`src/rtl/sat_pkg.sv`:
```
package sat_pkg;
  typedef enum logic [3:0] {
    OP_ADD_FLAG = 4'd0,
    OP_ADD_SAT  = 4'd1,
    OP_SUB_SAT  = 4'd2,
    OP_DBL_SAT  = 4'd3,
    OP_UADD_SAT = 4'd4,
    OP_USUB_SAT = 4'd5,
    OP_SCLAMP   = 4'd6,
    OP_UCLAMP   = 4'd7,
    OP_SCLAMP2  = 4'd8,
    OP_UCLAMP2  = 4'd9
  } sat_op_e;
endpackage

```
`src/rtl/sat_addsub.sv`:
```
module sat_addsub #(
  parameter int DW = 32
) (
  input  logic [DW-1:0] a_i,
  input  logic [DW-1:0] b_i,
  input  logic          sub_i,
  input  logic          uns_i,
  input  logic          clamp_i,
  output logic [DW-1:0] res_o,
  output logic          sat_o
);
  localparam int MSB = DW - 1;
  localparam logic [DW-1:0] SMAX = {1'b0, {(DW-1){1'b1}}};
  localparam logic [DW-1:0] SMIN = {1'b1, {(DW-1){1'b0}}};

  logic [DW:0]   ext;
  logic [DW-1:0] sum;
  logic          s_ovf, u_ovf;

  // carry/borrow out of the zero-extended path gives unsigned overflow
  assign ext   = sub_i ? ({1'b0, a_i} - {1'b0, b_i}) : ({1'b0, a_i} + {1'b0, b_i});
  assign sum   = ext[DW-1:0];
  assign u_ovf = ext[DW];
  assign s_ovf = sub_i ? ((a_i[MSB] ^ b_i[MSB]) & (sum[MSB] ^ a_i[MSB]))
                       : (~(a_i[MSB] ^ b_i[MSB]) & (sum[MSB] ^ a_i[MSB]));
  assign sat_o = uns_i ? u_ovf : s_ovf;

  always_comb begin
    res_o = sum;
    if (sat_o && clamp_i) begin
      if (uns_i) res_o = sub_i ? '0 : '1;
      else       res_o = a_i[MSB] ? SMIN : SMAX;
    end
  end
endmodule

```
`src/rtl/sat_double.sv`:
```
module sat_double #(
  parameter int DW = 32
) (
  input  logic [DW-1:0] a_i,
  output logic [DW-1:0] res_o,
  output logic          sat_o
);
  localparam logic signed [DW-1:0] HI   = DW'(1) <<< (DW - 2);
  localparam logic signed [DW-1:0] LO   = -HI;
  localparam logic [DW-1:0]        SMAX = {1'b0, {(DW-1){1'b1}}};
  localparam logic [DW-1:0]        SMIN = {1'b1, {(DW-1){1'b0}}};

  always_comb begin
    if ($signed(a_i) >= HI) begin
      res_o = SMAX;
      sat_o = 1'b1;
    end else if ($signed(a_i) <= LO) begin
      res_o = SMIN;
      sat_o = 1'b1;
    end else begin
      res_o = {a_i[DW-2:0], 1'b0};
      sat_o = 1'b0;
    end
  end
endmodule

```
`src/rtl/sat_width.sv`:
```
module sat_width #(
  parameter int DW = 32,
  parameter int RW = 32,
  parameter int SW = 5
) (
  input  logic [DW-1:0] val_i,
  input  logic [SW-1:0] shift_i,
  input  logic          uns_i,
  output logic [RW-1:0] res_o,
  output logic          sat_o
);
  logic [DW-1:0]        mask;
  logic signed [DW-1:0] top;

  assign mask = (DW'(1) << shift_i) - DW'(1);
  assign top  = $signed(val_i) >>> shift_i;

  always_comb begin
    res_o = RW'(val_i);
    sat_o = 1'b0;
    if (uns_i) begin
      if (val_i[DW-1]) begin
        res_o = '0;
        sat_o = 1'b1;
      end else if (val_i > mask) begin
        res_o = RW'(mask);
        sat_o = 1'b1;
      end
    end else begin
      if (top > 0) begin
        res_o = RW'(mask);
        sat_o = 1'b1;
      end else if (top < -1) begin
        res_o = RW'(~mask);
        sat_o = 1'b1;
      end
    end
  end
endmodule

```
`src/rtl/sat_alu.sv`:
```
module sat_alu #(
  parameter int DATA_W = 32,
  parameter int LANES  = 2
) (
  input  logic                      clk_i,
  input  logic                      rst_ni,
  input  logic                      valid_i,
  input  logic                      clr_i,
  input  logic [3:0]                op_i,
  input  logic [DATA_W-1:0]         a_i,
  input  logic [DATA_W-1:0]         b_i,
  input  logic [$clog2(DATA_W)-1:0] shift_i,
  output logic [DATA_W-1:0]         res_o,
  output logic                      flag_o
);
  import sat_pkg::*;

  localparam int SHIFT_W = $clog2(DATA_W);
  localparam int LANE_W  = DATA_W / LANES;
  localparam logic [DATA_W-1:0] SMAX = {1'b0, {(DATA_W-1){1'b1}}};
  localparam logic [DATA_W-1:0] SMIN = {1'b1, {(DATA_W-1){1'b0}}};

  sat_op_e op;
  assign op = sat_op_e'(op_i);

  logic [DATA_W-1:0] as_res, dbl_res, wd_res, lane_res, res_d;
  logic              as_sat, dbl_sat, wd_sat, sat_d;
  logic [LANES-1:0]  lane_sat;
  logic              as_sub, as_uns, as_clamp, wd_uns;

  assign as_sub   = (op == OP_SUB_SAT) || (op == OP_USUB_SAT);
  assign as_uns   = (op == OP_UADD_SAT) || (op == OP_USUB_SAT);
  assign as_clamp = (op != OP_ADD_FLAG);
  assign wd_uns   = (op == OP_UCLAMP) || (op == OP_UCLAMP2);

  sat_addsub #(.DW(DATA_W)) u_as (
    .a_i(a_i), .b_i(b_i), .sub_i(as_sub), .uns_i(as_uns), .clamp_i(as_clamp),
    .res_o(as_res), .sat_o(as_sat)
  );

  sat_double #(.DW(DATA_W)) u_dbl (
    .a_i(a_i), .res_o(dbl_res), .sat_o(dbl_sat)
  );

  sat_width #(.DW(DATA_W), .RW(DATA_W), .SW(SHIFT_W)) u_wd (
    .val_i(a_i), .shift_i(shift_i), .uns_i(wd_uns),
    .res_o(wd_res), .sat_o(wd_sat)
  );

  for (genvar g = 0; g < LANES; g++) begin : g_lane
    logic [DATA_W-1:0] lane_ext;
    assign lane_ext = {{(DATA_W-LANE_W){a_i[LANE_W*g+LANE_W-1]}}, a_i[LANE_W*g +: LANE_W]};
    sat_width #(.DW(DATA_W), .RW(LANE_W), .SW(SHIFT_W)) u_lw (
      .val_i(lane_ext), .shift_i(shift_i), .uns_i(wd_uns),
      .res_o(lane_res[LANE_W*g +: LANE_W]), .sat_o(lane_sat[g])
    );
  end

  always_comb begin
    unique case (op)
      OP_ADD_FLAG, OP_ADD_SAT, OP_SUB_SAT, OP_UADD_SAT, OP_USUB_SAT: begin
        res_d = as_res;  sat_d = as_sat;
      end
      OP_DBL_SAT:            begin res_d = dbl_res;  sat_d = dbl_sat;     end
      OP_SCLAMP, OP_UCLAMP:  begin res_d = wd_res;   sat_d = wd_sat;      end
      OP_SCLAMP2, OP_UCLAMP2: begin res_d = lane_res; sat_d = |lane_sat;  end
      default:               begin res_d = '0;       sat_d = 1'b0;        end
    endcase
  end

  always_ff @(posedge clk_i or negedge rst_ni) begin
    if (!rst_ni) begin
      res_o  <= '0;
      flag_o <= 1'b0;
    end else begin
      if (valid_i) res_o <= res_d;
      // set has priority over clear
      if (valid_i && sat_d) flag_o <= 1'b1;
      else if (clr_i)       flag_o <= 1'b0;
    end
  end

  a_r9_sticky: assert property (@(posedge clk_i) disable iff (!rst_ni)
    (flag_o && !clr_i) |=> flag_o);

  a_r9_set: assert property (@(posedge clk_i) disable iff (!rst_ni)
    (valid_i && sat_d) |=> flag_o);

  a_r10_clear: assert property (@(posedge clk_i) disable iff (!rst_ni)
    (clr_i && !(valid_i && sat_d)) |=> !flag_o);

  a_r11_hold: assert property (@(posedge clk_i) disable iff (!rst_ni)
    !valid_i |=> $stable(res_o));

  a_r3_clamp_ends: assert property (@(posedge clk_i) disable iff (!rst_ni)
    (valid_i && as_sat && (op == OP_ADD_SAT || op == OP_SUB_SAT))
      |=> (res_o == SMAX || res_o == SMIN));

  a_r5_usub_zero: assert property (@(posedge clk_i) disable iff (!rst_ni)
    (valid_i && as_sat && op == OP_USUB_SAT) |=> (res_o == '0));

  a_r12_unused_op: assert property (@(posedge clk_i) disable iff (!rst_ni)
    (valid_i && op_i > 4'd9) |=> (res_o == '0));
endmodule

```
`config.mk`:
```
export PLATFORM = sky130hd
export DESIGN_NAME = sat_alu
export DESIGN_NICKNAME = d
export VERILOG_FILES = /design/src/rtl/sat_pkg.sv /design/src/rtl/sat_addsub.sv /design/src/rtl/sat_double.sv /design/src/rtl/sat_width.sv /design/src/rtl/sat_alu.sv
export SDC_FILE = /design/constraint.sdc
export NUM_CORES = 1
export LEC_CHECK = 0
export ABC_AREA = 1
export BUFFER_PORTS_ARGS = -buffer_cell sky130_fd_sc_hd__buf_4
export CORE_ASPECT_RATIO = 1.4
export CORE_MARGIN = 1
export CORE_UTILIZATION = 30
export DETAILED_ROUTE_END_ITERATION = 6
export GPL_TIMING_DRIVEN = 0
export PLACE_DENSITY = 0.58
export SLEW_MARGIN = 20
export SYNTH_ARGS = -nofsm -noshare
export SYNTH_HDL_FRONTEND = slang
export SYNTH_SLANG_ARGS = --single-unit
```
`constraint.sdc`:
```
create_clock -name clk_i -period 0.8 [get_ports clk_i]
set_input_delay 0.04 -clock clk_i [delete_from_list [all_inputs] [get_ports clk_i]]
set_output_delay 0.04 -clock clk_i [all_outputs]
set_load 0.01 [all_outputs]
```
==> reports/results.tsv <==
metric	value	unit
ant_nets	0	
clkSinkCount	33	
dp_hpwl	61900	microns
grt_max_degree	34	
antenna_found_initial	1	
ys_top_cells_by_count	860 x nand2_1, 386 x nand3_1, 279 x nor2_1, 208 x inv_1, 110 x a21oi_1	
cp_max_fo	11	
clk_latency	0.28	ns
cpMaxStageDelayCell	inv_1	
drive_above_1_share	18.9	%
crit_arrival	4.39	ns
synth_area	13200	sq um
max-slew-margin-rel	28.4	%
synth-edff-count	0	
cp-end-kind	flip-flop	
io_buffers	103	
antenna_cells	0	
dpl_cell_area	15000	sq um
peakVddDrop	918	uV
yosys_warnings	0	
p_clk_share	10.8	%
p_sw_share	54.5	%
combPwrFrac	78.4	%
gp_congestion	1.08	
finalHoldViolations	0	
hold_class	in2reg	
crit_top_cell	nand2_1	
pin_count	110	
setup.worst_path.start	shift_i[4]	
power.internal	0.00936	W
clockRootBuffer	clkbuf_16	
power_leakage	8.65	nW
grt_pass1_wl	116000	microns
start_util	30.6	%
crit_buf_inv	7	
max_freq	238	MHz
run_status	finished with violations	
ys_seq_elements	33	
ys_types	57	
num-fill-cells	4795	
cts_tree	yes	
dr.pass1.iters	7	
power	0.0206	W
vias	18871	
critPathRequiredTime	0.98	ns
slowest_delay	0.52	ns
wl_per_cell	24.6	microns
std_cell_rows	90	
design_area	17200	sq um
final-max-slew-violation-count	0	
synthCells	2530	
rsz0062_at_grt	true	
routed_wl	80500	microns
clk_pin_slew_worst_paths	0.06	ns
route.detailed.drc	21	
clock_path_buffers	2	
fin_nets	2910	
synthTopCellsByArea	nand2_1 24%, nand3_1 15%, ha_1 10%	
async_flop_share	100	%
worstHoldStart	valid_i	
synth_most_common_cell	nand2_1	
htreeDepth	2	
ys.flop_type	dfrtp_1	
die_w	179	microns
worst_slew_pin_slew	1.07	ns
fp.coreArea	43200	sq um
final_util	39.7	%
finalCritPeriodShare	526	%
p_switching	0.0112	W
failed_checks	design-rule violations, negative setup slack	
dieArea	44900	sq um
netlist.area_leader.share	24.4	%
yosys.area.top_type	nand2_1	
numCtsBuffers	5	
fp.dieH	250	microns
dr.first_iter.drc_count	1879	
cap_violations	0	
fin_crit	4.21	ns
power.density	1200	nW/um^2
ys_seq_area_share	6.25	%
setup_violations	66	
path_delay_family	simple AND/OR/NAND/NOR gates	
worst-setup-path-type	in2reg	
vias_per_cell	5.76	
seqPwrFrac	10.8	%
cp-start-kind	primary input	
grt_pass1_vias	18184	
avgSynthCellArea	5.22	sq um
overflow	0	
area_growth	30.0	%
grtUsageTotal	35.2	%
postLayoutSetupSlackWorst	-3.41	ns
finalClockSkew	0	ns
rr_startpoint	res_o[16]	
power by group through the flow:
stage / clock (W) / combinational, W / sequential (W)
floorplan: 0 / 0.00782 / 0.00232
global placement: 0 / 0.0127 / 0.00218
detailed placement: 0 / 0.0128 / 0.00219
CTS: 0.00226 / 0.0149 / 0.00221
global route: 0.00233 / 0.0173 / 0.00227
finish: 0.00223 / 0.0161 / 0.00221
sequential cells by signal (all words and copies together), names as in the netlist:
name    flops
res_o      32
flag_o      1
layout by cell type (no fill, tap or decap), types with 37 or more instances in the layout:
| cell | count |
|---|---|
| nand3_1 | 355 |
| o21ai_0 | 70 |
| buf_4 | 156 |
| inv_1 | 196 |
| nor2_1 | 191 |
| nor2_4 | 58 |
| buf_6 | 54 |
| clkbuf_1 | 40 |
| nand2_1 | 844 |
| xor2_1 | 45 |
| nor2_2 | 37 |
| a21oi_1 | 97 |
| o21ai_1 | 50 |
| ha_1 | 102 |
layer usage:
layer  track usage, %  vias to the layer above  wire length [microns]
li1                 -                     8737                      -
met1             41.1                     8817                  30600
met2             56.6                      973                  36400
met3             4.19                      344                   5520
met4             29.8                        0                   8020
met5                0                        -                      0
per-stage QoR:
stage	hold WS (ns)	std cells	setup WS (ns)	setup TNS, ns
floorplan	-0.256	2531	-2.66	-87.06
global route	0.139	3278	-3.72	-122.40
global placement	-0.0000112	3186	-4.57	-145.37
CTS	0.0988	3260	-3.26	-106.92
detailed placement	0.00559	3187	-4.66	-146.96
finish	0.106	3278	-3.41	-111.63
path summary, 6_finish.rpt:
check                                  to  slack (ns)  cells after the start
worst max-delay path            res_o[25]       -3.41                     26
worst min-delay path             res_o[3]        0.11                      3
worst max register to register  res_o[16]        0.03                      3
worst min register to register  res_o[11]        0.50                      2
max in group asynchronous        res_o[8]        0.25                      2
min in group asynchronous       res_o[28]        0.24                      2
worst reg2reg max path, delay by kind of cell, from the launching register on:
| family | cells | cell delay [ns] |
|---|---|---|
| buffers and inverters | 1 | 0.14 |
| DFF | 1 | 0.40 |
| and+or+nand+nor | 2 | 0.13 |
cell type report:
cell class / instances / area, sq um / share of cell area (%)
sequential: 33 / 826 / 4.81
timing repair buffer: 187 / 1650 / 9.61
tap: 552 / 691 / 4.02
clock inverter: 3 / 46.3 / 0.269
multi-input combinational: 2150 / 12100 / 70.6
inverter: 225 / 888 / 5.17
clock buffer: 5 / 125 / 0.728
buffer: 123 / 820 / 4.77
what timing repair did:
| item | in CTS | in global routing |
|---|---|---|
| setup buffers | 61 | 17 |
| hold endpoints to repair | 34 | 0 |
| gates resized for setup | 244 | 89 |
| hold buffers | 2 | 0 |
| setup endpoints to repair | 66 | 66 |
| pin swaps | 79 | 76 |
| cloned | 2 | 1 |
cell families (layout without fill, tap and decap cells):
logic type / Yosys count / after routing / share of synthesized area (%)
buffers and inverters: 348 / 543 / 11.4
xor gates and xnor gates: 70 / 70 / 4.64
other: 1 / 2 / 0.0284
DFF: 33 / 33 / 6.25
adders and majority gates: 108 / 108 / 10.3
AOI/OAI and AO/OA: 332 / 332 / 14.5
and+or+nand+nor: 1638 / 1638 / 52.9
Note: power is estimated with default switching activity, not from simulation.
